--- config.mk ---
export PLATFORM = sky130hd
export DESIGN_NAME = clk_ref_qualifier
export DESIGN_NICKNAME = d
export VERILOG_FILES = /design/src/rtl/clkq_pkg.sv /design/src/rtl/clkq_presence_fsm.sv /design/src/rtl/clkq_dev_latch.sv /design/src/rtl/clk_ref_qualifier.sv
export SDC_FILE = /design/constraint.sdc
export NUM_CORES = 1
export LEC_CHECK = 0
export ABC_AREA = 1
export CORE_MARGIN = 10
export CORE_UTILIZATION = 50
export DETAILED_ROUTE_END_ITERATION = 8
export PLACE_DENSITY_LB_ADDON = 0.2
export SLEW_MARGIN = 20
export SYNTH_ARGS = -nofsm -noshare
export SYNTH_HDL_FRONTEND = slang
export SYNTH_SLANG_ARGS = --single-unit
export TNS_END_PERCENT = 1
--- constraint.sdc ---
create_clock -name clk -period 1.55 [get_ports clk]
set_input_delay 0.31 -clock clk [delete_from_list [all_inputs] [get_ports clk]]
set_output_delay 0.31 -clock clk [all_outputs]
set_load 0.02 [all_outputs]
--- src/rtl/clkq_pkg.sv ---
package clkq_pkg;

    // Presence qualification states
    typedef enum logic [1:0] {
        PS_LOST    = 2'd0,
        PS_RESTORE = 2'd1,
        PS_UP      = 2'd2,
        PS_HOLDOFF = 2'd3
    } pres_state_t;

    // Deviation status states
    typedef enum logic {
        DV_NORMAL = 1'b0,
        DV_FAULT  = 1'b1
    } dev_state_t;

endpackage

--- src/rtl/clkq_presence_fsm.sv ---
module clkq_presence_fsm
    import clkq_pkg::*;
#(
    parameter int TMR_W = 16
) (
    input  logic             clk,
    input  logic             rst_n,
    input  logic             tick,
    input  logic             sig_ok,
    input  logic [TMR_W-1:0] holdoff_len,
    input  logic [TMR_W-1:0] wtr_len,
    output logic             present_o
);

    pres_state_t      st_q, st_d;
    logic [TMR_W-1:0] cnt_q, cnt_d;

    // State and counter register
    always_ff @(posedge clk or negedge rst_n) begin
        if (!rst_n) begin
            st_q  <= PS_LOST;
            cnt_q <= '0;
        end else begin
            st_q  <= st_d;
            cnt_q <= cnt_d;
        end
    end

    // Next-state logic
    always_comb begin
        st_d  = st_q;
        cnt_d = cnt_q;
        unique case (st_q)
            PS_LOST: begin
                if (sig_ok) begin
                    st_d  = PS_RESTORE;
                    cnt_d = '0;
                end
            end
            PS_RESTORE: begin
                if (!sig_ok) begin
                    st_d  = PS_LOST;
                    cnt_d = '0;
                end else if (tick) begin
                    if (cnt_q >= wtr_len) begin
                        st_d  = PS_UP;
                        cnt_d = '0;
                    end else begin
                        cnt_d = cnt_q + 1'b1;
                    end
                end
            end
            PS_UP: begin
                if (!sig_ok) begin
                    st_d  = PS_HOLDOFF;
                    cnt_d = '0;
                end
            end
            PS_HOLDOFF: begin
                if (sig_ok) begin
                    st_d  = PS_UP;
                    cnt_d = '0;
                end else if (tick) begin
                    if (cnt_q >= holdoff_len) begin
                        st_d  = PS_LOST;
                        cnt_d = '0;
                    end else begin
                        cnt_d = cnt_q + 1'b1;
                    end
                end
            end
            default: begin
                st_d  = PS_LOST;
                cnt_d = '0;
            end
        endcase
    end

    // Output decode
    always_comb begin
        unique case (st_q)
            PS_UP, PS_HOLDOFF: present_o = 1'b1;
            default:           present_o = 1'b0;
        endcase
    end

    // presence never falls without a tick
    assert_hold_until_tick_R1: assert property (@(posedge clk) disable iff (!rst_n)
        (present_o && !tick) |=> present_o);

    // presence never falls while the signal is there
    assert_no_loss_with_signal_R5: assert property (@(posedge clk) disable iff (!rst_n)
        (present_o && sig_ok) |=> present_o);

    // presence never rises without a tick
    assert_restore_on_tick_R3: assert property (@(posedge clk) disable iff (!rst_n)
        (!present_o && !tick) |=> !present_o);

    // presence never rises while the signal is missing
    assert_no_restore_without_signal_R4: assert property (@(posedge clk) disable iff (!rst_n)
        (!present_o && !sig_ok) |=> !present_o);

endmodule

--- src/rtl/clkq_dev_latch.sv ---
module clkq_dev_latch
    import clkq_pkg::*;
(
    input  logic clk,
    input  logic rst_n,
    input  logic det_en,
    input  logic sw_en,
    input  logic dev_bad,
    input  logic recover,
    output logic fault_o
);

    dev_state_t st_q, st_d;
    logic       arm;

    assign arm = det_en & sw_en & dev_bad;

    always_ff @(posedge clk or negedge rst_n) begin
        if (!rst_n) st_q <= DV_NORMAL;
        else        st_q <= st_d;
    end

    // A new fault outranks a simultaneous recover
    always_comb begin
        st_d = st_q;
        unique case (st_q)
            DV_NORMAL: if (arm)             st_d = DV_FAULT;
            DV_FAULT:  if (recover && !arm) st_d = DV_NORMAL;
            default:                        st_d = DV_NORMAL;
        endcase
    end

    always_comb begin
        unique case (st_q)
            DV_FAULT: fault_o = 1'b1;
            default:  fault_o = 1'b0;
        endcase
    end

    // no latch unless both enables are on
    assert_latch_gated_R6: assert property (@(posedge clk) disable iff (!rst_n)
        (!fault_o && !(det_en && sw_en)) |=> !fault_o);

    // fault clears only through recover
    assert_clear_by_recover_R7: assert property (@(posedge clk) disable iff (!rst_n)
        (fault_o && !recover) |=> fault_o);

    // simultaneous fault and recover leaves the fault set
    assert_fault_wins_R8: assert property (@(posedge clk) disable iff (!rst_n)
        (recover && dev_bad && det_en && sw_en) |=> fault_o);

endmodule

--- src/rtl/clk_ref_qualifier.sv ---
module clk_ref_qualifier
    import clkq_pkg::*;
#(
    parameter int NUM_CH = 4,
    parameter int TMR_W  = 16
) (
    input  logic              clk,
    input  logic              rst_n,
    input  logic              tick,
    input  logic [NUM_CH-1:0] sig_ok,
    input  logic [NUM_CH-1:0] dev_bad,
    input  logic              det_en,
    input  logic              sw_en,
    input  logic [NUM_CH-1:0] recover,
    input  logic [TMR_W-1:0]  holdoff_len,
    input  logic [TMR_W-1:0]  wtr_len,
    output logic [NUM_CH-1:0] present_q,
    output logic [NUM_CH-1:0] dev_latched,
    output logic [NUM_CH-1:0] usable
);

    for (genvar ch = 0; ch < NUM_CH; ch++) begin : g_ch
        clkq_presence_fsm #(.TMR_W(TMR_W)) pres_i (
            .clk        (clk),
            .rst_n      (rst_n),
            .tick       (tick),
            .sig_ok     (sig_ok[ch]),
            .holdoff_len(holdoff_len),
            .wtr_len    (wtr_len),
            .present_o  (present_q[ch])
        );

        clkq_dev_latch dev_i (
            .clk    (clk),
            .rst_n  (rst_n),
            .det_en (det_en),
            .sw_en  (sw_en),
            .dev_bad(dev_bad[ch]),
            .recover(recover[ch]),
            .fault_o(dev_latched[ch])
        );

        // combined qualification
        assign usable[ch] = present_q[ch] & ~dev_latched[ch];

        // the usable flag never falls through a change in deviation status alone
        assert_usable_follows_R9: assert property (@(posedge clk) disable iff (!rst_n)
            (usable[ch] && !dev_bad[ch] && present_q[ch]) |=> (dev_latched[ch] == 1'b0));
    end

endmodule

After elaboration in Yosys (flattened, before gate mapping)

Index checks and enable logic that the tools add are counted.

Register bits after elaboration: 76
Input port bits: 49
Output and inout port bits: 12

Add/subtract/negate cells: 4
Magnitude comparators: 8
Equal/unequal tests: 36
Mux-type cells: 92
Bitwise operators: 17
Reduce and logical (&&, ||, !) cells: 24

Operator list:

| cell                    | number |
|---|---|
| $mux W16                | 32 |
| $pmux W16 S4            | 4 |
| $ge A16 B16 Y1          | 8 |
| $add A16 B1 Y16 const B | 4 |
| $mux W2                 | 32 |
| $pmux W2 S4             | 4 |
| $ne A3 B2 Y1 const B    | 8 |
| $ne A3 B3 Y1 const B    | 8 |
| $reduce_and A6 Y1       | 4 |
| $eq A2 B2 Y1 const B    | 8 |
| $mux W1                 | 16 |
| $ne A2 B2 Y1 const B    | 8 |
| $reduce_and A4 Y1       | 4 |
| $and A1 B1 Y1           | 9 |
| $eq A2 B1 Y1 const B    | 4 |
| $logic_not A2 Y1        | 4 |
| $not A1 Y1              | 8 |
| $pmux W1 S2             | 4 |
| $reduce_or A2 Y1        | 4 |
| $logic_and A1 B1 Y1     | 4 |
| $logic_not A1 Y1        | 4 |

Logic depth before layout (Yosys ltp)

Gate-level depths: netlist of run 1.

Depth in word-level cells: 6
Mapped depth: 15
Mapped depth without buffers: 15

By module

From an unflattened synthesis of run 1, not the netlist that was laid out.

Cells, all modules: 1,208
Area total of the unflattened synthesis: 8,136.6 µm²

By module, submodules not included:

| module                                  | instances | cells an instance | area each (µm²) | sequential area each (µm²) |
|---|---|---|---|---|
| clkq_presence_fsm at g_ch[0].pres_i ... | 3         | 296               | 1,983.2         | 450.4 |
| clkq_presence_fsm at g_ch[3].pres_i     | 1         | 292               | 1,981.9         | 450.4 |
| clkq_dev_latch                          | 4         | 5                 | 41.3            | 25.0 |
| clk_ref_qualifier                       | 1         | 8                 | 40.0            | 0.0 |

Worst setup path before layout of run 1

No wires, ideal clock.

Path kind: register to register
Start point: register g_ch[3].pres_i.cnt_q[6]
End point: register g_ch[3].pres_i.cnt_q[11]
Arrival: 1.568 ns
Data required time: 1.435 ns
Slack: -0.133 ns
Stages on the path, launching flop included: 13
Path buffers: 1
Period minus slack after synthesis: 1.683 ns
Cell sequence: dfrtp_1 > ha_1 > nand2_1 > nor2_1 > and2_1 > nor2_1 > nand2_1 > nand2_1 > nand2_1 > nand3_2 > buf_8 > nand3b_1 > inv_1

Word-level cells in the longest chain between the ends: 5
Elaborated cells on any way between the ends: 10

RTL lines:

| item                                    | RTL line                                         | text |
|---|---|---|
| start, declared                         | clkq_presence_fsm.sv:16                          | `logic [TMR_W-1:0] cnt_q, cnt_d;` |
| start signal, assigned                  | clkq_presence_fsm.sv:25                          | `cnt_q <= cnt_d;` |
| $add A16 B1 Y16 (tied with other cells) | clkq_presence_fsm.sv:49, clkq_presence_fsm.sv:68 |  |
| $mux W16, on equally long branches      | clkq_presence_fsm.sv:64, clkq_presence_fsm.sv:45 |  |
| $mux W16, on equally long branches      | clkq_presence_fsm.sv:63, clkq_presence_fsm.sv:44 |  |
| $mux W16, on equally long branches      | clkq_presence_fsm.sv:60, clkq_presence_fsm.sv:41 |  |
| $pmux W16 S4 *                          | clkq_presence_fsm.sv:33                          | `unique case (st_q)` |

Mark *: on every way between the ends. The rest lies on a longest branch, timed or not. The select of a mux whose other input is x is not followed.
A chain may end at the register's enable or synchronous reset.

Worst setup path after layout of run 1

Start point: input holdoff_len[15]
End point: register g_ch[0].pres_i.cnt_q[9]

Word-level cells in the longest chain between the ends: 5

RTL lines:

| item                 | RTL line                | text |
|---|---|---|
| start, declared      | clk_ref_qualifier.sv:15 | `input logic [TMR_W-1:0] holdoff_len,` |
| $ge A16 B16 Y1       | clkq_presence_fsm.sv:64 | `if (cnt_q >= holdoff_len) begin` |
| $mux W16             | clkq_presence_fsm.sv:64 |  |
| $mux W16             | clkq_presence_fsm.sv:63 | `end else if (tick) begin` |
| $mux W16             | clkq_presence_fsm.sv:60 | `if (sig_ok) begin` |
| $pmux W16 S4         | clkq_presence_fsm.sv:33 |  |
| end signal, assigned | clkq_presence_fsm.sv:25 |  |
| end, declared        | clkq_presence_fsm.sv:16 |  |

No other way between the ends. The select of a mux whose other input is x is not followed.

==> metrics.csv, run 1 <==
metric,value,unit
finalHoldWorstSlack,401,ps
finalCritPeriodShare,124,%
dr.pass1.iters,5,
fp.dieH,142,um
synth_largest_area_cell,sky130_fd_sc_hd__dfrtp_1,
drt_iter0_markers,550,
route.final.wire_length,24400,um
grt_util_met2,39.9,%
vias,7973,
antennaDiodeCount,0,
via_density_per_instance,5.38,
critPathCaptureType,flip-flop,
port_buffers,60,
num-nets-final,1474,
timing.critical_path.arrival,2170,ps
routed_wire_length_per_instance,16.4,um
mappedNetlistNets,1272,
clock_tree.htree_level_count,3,
hp-class,input port to async pin,
tritoncts,built,
worst_slew_margin_rel,72.4,%
fp.dieW,142,um
placeable_area,14600,um2
synth_top_area_share,25.4,%
globalRoute.busiestLayer,met2,
syn-instance-count,1091,
worst_slew_pin_slew,414,ps
timing_worst_setup_path_type,input port to flip-flop,
fmax,519,MHz
synth_top_cells_by_area,"sky130_fd_sc_hd__dfrtp_1, sky130_fd_sc_hd__ha_1, sky130_fd_sc_hd__nand2_1, sky130_fd_sc_hd__inv_1, sky130_fd_sc_hd__nand3_1",
synth_warnings,0,
syn-cell-area,7480,um2
timing.final.max_slew_violations,0,
critPathMaxFanout,5,
numPlacedInstances,1454,
maxCapViolCount,0,
syn_area_per_cell,6.85,um2
grt_pass1_wl,37400,um
finalSetupViolations,72,
required,1790,ps
count_of_placed_standard_cells_in_the_final_layout_fillers_left_out,1482,
ioPinCount,61,
rsz_0062_raised_after_global_routing,true,
clockRootBuffer,sky130_fd_sc_hd__clkbuf_16,
gp_congestion,0.937,
cts_clk_pin_slew_worst_paths,60,ps
globalRouteOverflowTotal,0,
violations,negative setup slack,
synth-seq-area-share,25.4,%
synth.ff_latch_count,76,
run_status,finished with violations,
detailedPlacementHpwl,17300,um
antenna_violating_nets_post_route,0,
clock_insertion_delay_worst_skew,360,ps
number_of_core_rows,44,
cts_made_buffers,9,
clock_skew_after_layout,11.1,ps
drive_gt1_share,28.7,%
antenna_found_initial,0,
initial_utilization,51.3,%
clock_sink_count,76,
met1_usage,26.3,%
first_global_vias,7610,
timing_hold_violations_final,0,
power_leakage,5.85,nW
groute.usage.overall,23.1,%
crit_path_start_kind,input port,
clock_tree.buffer_depth,2,
dieArea,20200,um2
final_period_minus_worst_setup_slack,1930,ps
drc_errors,0,
vdd_ir_drop_max,905,uV
power_per_standard_cell_area,833,nW/um2
worst_slack,-375,ps
groute.layer.met3.usage,4.67,%
grt_max_degree,27,
layout-area-overhead-vs-synth,43.4,%
post_synth_num_cell_types,35,
[cells in the final DEF (no fill, tap or decap), types with 5 or more instances in the layout]
cell                              netlist  routed
sky130_fd_sc_hd__a21oi_1               48      37
sky130_fd_sc_hd__a21oi_2                0      11
sky130_fd_sc_hd__and2_1                 5       5
sky130_fd_sc_hd__buf_12                 0       5
sky130_fd_sc_hd__buf_4                  9     136
sky130_fd_sc_hd__buf_6                  1       8
sky130_fd_sc_hd__clkbuf_16              0       9
sky130_fd_sc_hd__clkdlybuf4s50_1        0      27
sky130_fd_sc_hd__dfrtp_1               76      60
sky130_fd_sc_hd__dfrtp_2                0      16
sky130_fd_sc_hd__dlygate4sd2_1          0      19
sky130_fd_sc_hd__dlymetal6s2s_1         0       7
sky130_fd_sc_hd__ha_1                 132      80
sky130_fd_sc_hd__ha_4                   0      52
sky130_fd_sc_hd__inv_1                210     176
sky130_fd_sc_hd__inv_2                  5      28
sky130_fd_sc_hd__inv_4                  0      11
sky130_fd_sc_hd__nand2_1              288     255
sky130_fd_sc_hd__nand2_2                3      25
sky130_fd_sc_hd__nand2_4                0      11
sky130_fd_sc_hd__nand3_1               91      82
sky130_fd_sc_hd__nand3_2                2       7
sky130_fd_sc_hd__nand3_4                0       6
sky130_fd_sc_hd__nand3b_1               5       5
sky130_fd_sc_hd__nand4_1               27      27
sky130_fd_sc_hd__nor2_1                87      68
sky130_fd_sc_hd__nor2_2                 0      18
sky130_fd_sc_hd__nor3_1                17      15
sky130_fd_sc_hd__o21ai_0               26      17
sky130_fd_sc_hd__o21ai_1                1       7
sky130_fd_sc_hd__xnor2_1                6       6
sky130_fd_sc_hd__xor2_1                12      12
[stage by stage]
step	utilization [%]	instance area [um2]	TNS, ps	worst slack (ps)	power [W]
floorplan	-	7500	-2790	-86.6	0.00455
global placement	63.6	9280	-54700	-887	0.00618
detailed placement	63.6	9280	-57120	-914	0.00621
CTS	70.2	10200	-18240	-321	0.00868
global route	73.5	10700	-25380	-452	0.00947
finish	73.5	10700	-19690	-375	0.00893
[timing repair]
action | 4_1_cts | 5_1_grt
cloned | 3 | 0
pin swaps | 59 | 56
endpoints found under the setup margin | 84 | 75
endpoints found under the hold margin | 17 | 0
setup buffers | 2 | 6
gates resized for setup | 173 | 98
hold buffers | 1 | 0
[flip-flops by register name, summed over array words and instances, names as in the netlist, named ones only]
register           flops
g_ch.pres_i.cnt_q     64
g_ch.pres_i.st_q       4
g_ch.dev_i.st_q        4
[critical path, stage by stage]
cell and delay [ps]:
sky130_fd_sc_hd__clkdlybuf4s50_1 470, sky130_fd_sc_hd__inv_2 100, sky130_fd_sc_hd__ha_1 310, sky130_fd_sc_hd__nand2_1 50, sky130_fd_sc_hd__inv_1 60, sky130_fd_sc_hd__nand3_1 120
sky130_fd_sc_hd__nor2_1 160, sky130_fd_sc_hd__nand2_2 90, sky130_fd_sc_hd__nand2_4 140, sky130_fd_sc_hd__buf_12 110, sky130_fd_sc_hd__nand3_4 100, sky130_fd_sc_hd__nand3_1 90
sky130_fd_sc_hd__inv_1 40
[report_power, final]
| group | total, W | internal [W] | switching, W |
|---|---|---|---|
| Clock | 0.00203 | 0.00109 | 0.000940 |
| Combinational | 0.00456 | 0.00193 | 0.00263 |
| Sequential | 0.00234 | 0.00217 | 0.000170 |
[worst paths after layout]
check                                   startpoint                       end  slack [ps]  cells after the start
max                                holdoff_len[15]   g_ch[0].pres_i.cnt_q[9]        -380                     13
min                                          rst_n  g_ch[1].pres_i.cnt_q[13]         400                      2
max reg2reg                g_ch[0].pres_i.cnt_q[7]   g_ch[0].pres_i.cnt_q[9]        -350                     12
min reg2reg                              flip-flop                 flip-flop         550                      2
max in group asynchronous                    rst_n  g_ch[0].pres_i.cnt_q[10]         660                      3
min in group clk                        recover[1]        g_ch[1].dev_i.st_q         510                      2
[synth_stat cells]
library cell	number
sky130_fd_sc_hd__buf_4	9
sky130_fd_sc_hd__a21o_1	4
sky130_fd_sc_hd__nand3b_1	5
sky130_fd_sc_hd__o22ai_1	4
sky130_fd_sc_hd__inv_1	210
sky130_fd_sc_hd__buf_2	3
sky130_fd_sc_hd__nor3_2	1
sky130_fd_sc_hd__a21oi_1	48
sky130_fd_sc_hd__ha_1	132
sky130_fd_sc_hd__o21ai_2	1
sky130_fd_sc_hd__nand4_1	27
sky130_fd_sc_hd__o21bai_1	4
sky130_fd_sc_hd__buf_6	1
sky130_fd_sc_hd__dfrtp_1	76
sky130_fd_sc_hd__a31oi_1	4
sky130_fd_sc_hd__nand2_2	3
sky130_fd_sc_hd__o211ai_1	4
sky130_fd_sc_hd__xnor2_1	6
sky130_fd_sc_hd__nand2_1	288
sky130_fd_sc_hd__o21ai_0	26
sky130_fd_sc_hd__and2_1	5
sky130_fd_sc_hd__a31o_2	3
sky130_fd_sc_hd__clkbuf_1	4
sky130_fd_sc_hd__inv_2	5
sky130_fd_sc_hd__or2_1	1
sky130_fd_sc_hd__nor4_2	1
sky130_fd_sc_hd__nor2_1	87
sky130_fd_sc_hd__nand3_2	2
sky130_fd_sc_hd__nor3_1	17
sky130_fd_sc_hd__o21ai_1	1
sky130_fd_sc_hd__or2_2	4
sky130_fd_sc_hd__nand3_1	91
sky130_fd_sc_hd__xor2_1	12
sky130_fd_sc_hd__or2_0	1
sky130_fd_sc_hd__buf_8	1
[logic make-up (layout without fill, tap and decap cells)]
group | after synthesis | after routing | synth area share (%)
buffers and inverters | 233 | 438 | 12.4
xor gates and xnor gates | 18 | 18 | 2.11
DFF | 76 | 76 | 25.4
and+or+nand+nor | 533 | 535 | 30.6
adders and majority gates | 132 | 132 | 22.1
AOI/OAI and AO/OA | 99 | 99 | 7.36
[routing by layer]
layer  up-vias  wire, um
met5         -         0
met4         0      1240
met3        86      1060
met2       238     12200
met1      3737      9890
li1       3912         -
[layout make-up]
class                      instances  area, um2
sequential                        76       1920
timing repair buffer             207       1770
clock inverter                     7       52.6
clock buffer                       9        225
tap                              184        230
inverter                         215        835
multi-input combinational        784       5690
fill                            1076       3870
No activity file was read; power rests on OpenSTA's default activity.
==> run 2: changes to the inputs <==
- ABC_CLOCK_PERIOD_IN_PS: default -> 1550
- CORE_ASPECT_RATIO: default -> 0.75
- SKIP_CTS_REPAIR_TIMING: default -> 1
==> run 2 against run 1 <==
Against the previous run:
- the flow still finishes with violations (negative setup slack)
- clock-buffer cell count did not move
- clock power rose by 11%
- sequential cell count did not move
- total power rose by 2.8%
- final cell count rose by 0.88%
- core utilization rose by 0.50 points
- combinational power barely moved
- die area rose by 0.25%
- critical path depth fell by 1
- non-clock buffer count fell by 1
- first-iteration DRC count rose by 4.5%
==> metrics.csv, run 2 (synthesized netlist as in run 1, its figures left out) <==
metric,value,unit,change
first_global_vias,6969,,-8.4%
vias,8013,,+0.50%
critical-path-top-delay-family,buffers and inverters,,
antenna_found_initial,0,,unchanged
count_of_placed_standard_cells_in_the_final_layout_fillers_left_out,1495,,+0.88%
finalSetupViolations,72,,unchanged
groute.usage.overall,20.7,%,-2.4 points
reg2regPathDepth,11,,-1
setup-tns-final,-26120,ps,-6440 ps
ioPinCount,61,,unchanged
fp.dieW,161,um,+13%
worst_r2r_startpoint,g_ch[1].pres_i.cnt_q[6],,
clock_tree.buffer_depth,2,,unchanged
timing.final.max_slew_violations,0,,unchanged
layout-area-overhead-vs-synth,44.0,%,
timing_worst_setup_path_type,input port to flip-flop,,
power_per_standard_cell_area,853,nW/um2,+2.4%
tritoncts,built,,
final_common_cell,sky130_fd_sc_hd__nand2_1,,
seq_power_share,25.9,%,-0.3 points
power_leakage,6.04,nW,+3.1%
initial_utilization,51.4,%,+0.14 points
largest_register_ff_count,64,,unchanged
routed_wire_length_per_instance,16.8,um,+2.0%
grt_max_degree,28,,+3.7%
drc_errors,0,,unchanged
worst_slew_pin_slew,439,ps,+25.2 ps
route.final.wire_length,25100,um,+2.9%
detailedPlacementHpwl,17100,um,-0.79%
placement_stage_worst_setup_slack,-840,ps,+73.8 ps
worst_slack,-489,ps,-114 ps
largest_register,g_ch.pres_i.cnt_q,,
fp.dieH,126,um,-12%
violations,negative setup slack,,
run_status,finished with violations,,
intPower,0.00550,W,+6.0%
crit_path_start_kind,input port,,
number_of_core_rows,38,,-14%
finalHoldWorstSlack,469,ps,+67.5 ps
fin_util,74.0,%,+0.50 points
numPlacedInstances,1473,,+1.3%
biggestRegsByFlops,"g_ch.pres_i.cnt_q x64, g_ch.dev_i.st_q x4, g_ch.pres_i.st_q x4",,
finalCritPeriodShare,132,%,+7.3 points
rsz_0062_raised_after_global_routing,true,,
port_buffers,60,,unchanged
via_density_per_instance,5.36,,-0.37%
final_period_minus_worst_setup_slack,2040,ps,+114 ps
clockRootBuffer,sky130_fd_sc_hd__clkbuf_16,,
critical_path_buf_inv_count,4,,-1
timing.critical_path.depth,12,,-1
fmax,490,MHz,-5.6%
antennaDiodeCount,0,,unchanged
critPathMaxFanout,7,,+2
clock_insertion_delay_worst_skew,340,ps,-20 ps
worst_slew_margin_rel,70.7,%,-1.7 points
pwr-share-comb,49.5,%,-1.6 points
num-nets-final,1473,,-0.068%
hp-class,input port to async pin,,
drive_gt1_share,27.1,%,-1.6 points
drt_iter0_markers,575,,+4.5%
vdd_ir_drop_max,559,uV,-38%
clock_tree.htree_level_count,3,,unchanged
number_of_fill_cells,1082,,+0.56%
placeable_area,14500,um2,-0.27%
worstReg2RegEnd,g_ch[1].pres_i.cnt_q[8],,
cts_made_buffers,9,,unchanged
grt_pass1_wl,34600,um,-7.5%
worstPathCellList,clkdlybuf4s50_1 > inv_2 > ha_4 > nand2_1 > inv_1 > o21ai_0 > nand3_1 > nor2_2 > nand2_4 > nand3_4 > o211ai_1 > inv_1,,
crit_slowest_cell,sky130_fd_sc_hd__clkdlybuf4s50_1,,
critPathMostFrequentCell,sky130_fd_sc_hd__inv_1,,
layout.cells.most_common_list,"sky130_fd_sc_hd__nand2_1, sky130_fd_sc_hd__inv_1, sky130_fd_sc_hd__buf_4",,
reg2reg_setup_slack,-480,ps,-130 ps
gp_congestion,0.885,,-5.5%
required,1830,ps,+40 ps
dr.pass1.iters,6,,+1
biggest_cell_delay_along_the_critical_path,420,ps,-50 ps
p_sw_share,40.0,%,-1.8 points
p_switching,0.00368,W,-1.6%
globalRouteOverflowTotal,0,,unchanged
clock_sink_count,76,,unchanged
critPathCaptureType,flip-flop,,
antenna_violating_nets_post_route,0,,unchanged
clock_skew_after_layout,7.34,ps,-3.79 ps
setup.worst_path.start,holdoff_len[13],,
dieArea,20300,um2,+0.25%
proportion_of_power_drawn_by_the_clock_network,24.7,%,+2.0 points
cts_clk_pin_slew_worst_paths,60,ps,about the same
maxCapViolCount,0,,unchanged
timing_hold_violations_final,0,,unchanged
timing.critical_path.arrival,2310,ps,+140 ps
run 2: cell types whose count changed in the layout (fill, tap and decap cells not counted), moves of 4 or more:
cell and delta:
sky130_fd_sc_hd__dlymetal6s2s_1 +20, sky130_fd_sc_hd__dlygate4sd2_1 -19, sky130_fd_sc_hd__inv_2 -9, sky130_fd_sc_hd__buf_4 +7, sky130_fd_sc_hd__a21oi_1 +6, sky130_fd_sc_hd__a21oi_2 -6
sky130_fd_sc_hd__buf_6 -6, sky130_fd_sc_hd__inv_1 +5, sky130_fd_sc_hd__nand2_1 +5, sky130_fd_sc_hd__nand2_4 -4
run 2: worst max-delay path by stage:
stage                                     to  slack, ps
floorplan           g_ch[3].pres_i.cnt_q[11]        -90
global placement     g_ch[2].pres_i.cnt_q[4]       -800
global route                       flip-flop       -570
finish               g_ch[3].pres_i.cnt_q[9]       -490
detailed placement   g_ch[2].pres_i.cnt_q[4]       -840
CTS                  g_ch[0].pres_i.cnt_q[5]       -490
run 2: cell type report:
class / instances / area (um2) / area share [%]
Timing Repair Buffer: 206 / 1800 / 16.7
Tap cell: 200 / 250 / 2.32
Inverter: 215 / 848 / 7.88
Sequential cell: 76 / 1920 / 17.9
Multi-Input combinational cell: 784 / 5640 / 52.4
Clock inverter: 5 / 78.8 / 0.732
Clock buffer: 9 / 225 / 2.09
run 2: routing by layer:
metal | part of all wire [%] | GRT usage (%)
met1 | 43 | 28.2
met2 | 47 | 33.7
met3 | 6.5 | 2.96
met4 | 3.4 | 5.29
met5 | 0 | 0
run 2: per-stage QoR:
stage / power [W] / cell area, um2
global placement: 0.00614 / 9310
finish: 0.00918 / 10800
detailed placement: 0.00620 / 9310
CTS: 0.00848 / 9610
global route: 0.00972 / 10800
floorplan: 0.00455 / 7500
run 2: worst reg2reg max path, cell delays in order, from the launching register on:
cell and delay, ps:
sky130_fd_sc_hd__dfrtp_1 450, sky130_fd_sc_hd__ha_1 360, sky130_fd_sc_hd__nand2_1 110, sky130_fd_sc_hd__o21ai_0 270
sky130_fd_sc_hd__nor2_1 90, sky130_fd_sc_hd__nand2_1 110, sky130_fd_sc_hd__nand2_1 70, sky130_fd_sc_hd__nand2_2 120
sky130_fd_sc_hd__nand3_4 100, sky130_fd_sc_hd__buf_6 150, sky130_fd_sc_hd__nand2_1 70, sky130_fd_sc_hd__inv_1 40
run 2: power by group through the flow:
stage	logic [W]	clock network, W	registers [W]
2_1_floorplan	0.00219	0	0.00236
3_3_place_gp	0.00377	0	0.00237
3_5_place_dp	0.00382	0	0.00238
4_1_cts	0.00385	0.00229	0.00235
5_1_grt	0.00496	0.00236	0.00240
6_report	0.00454	0.00226	0.00237
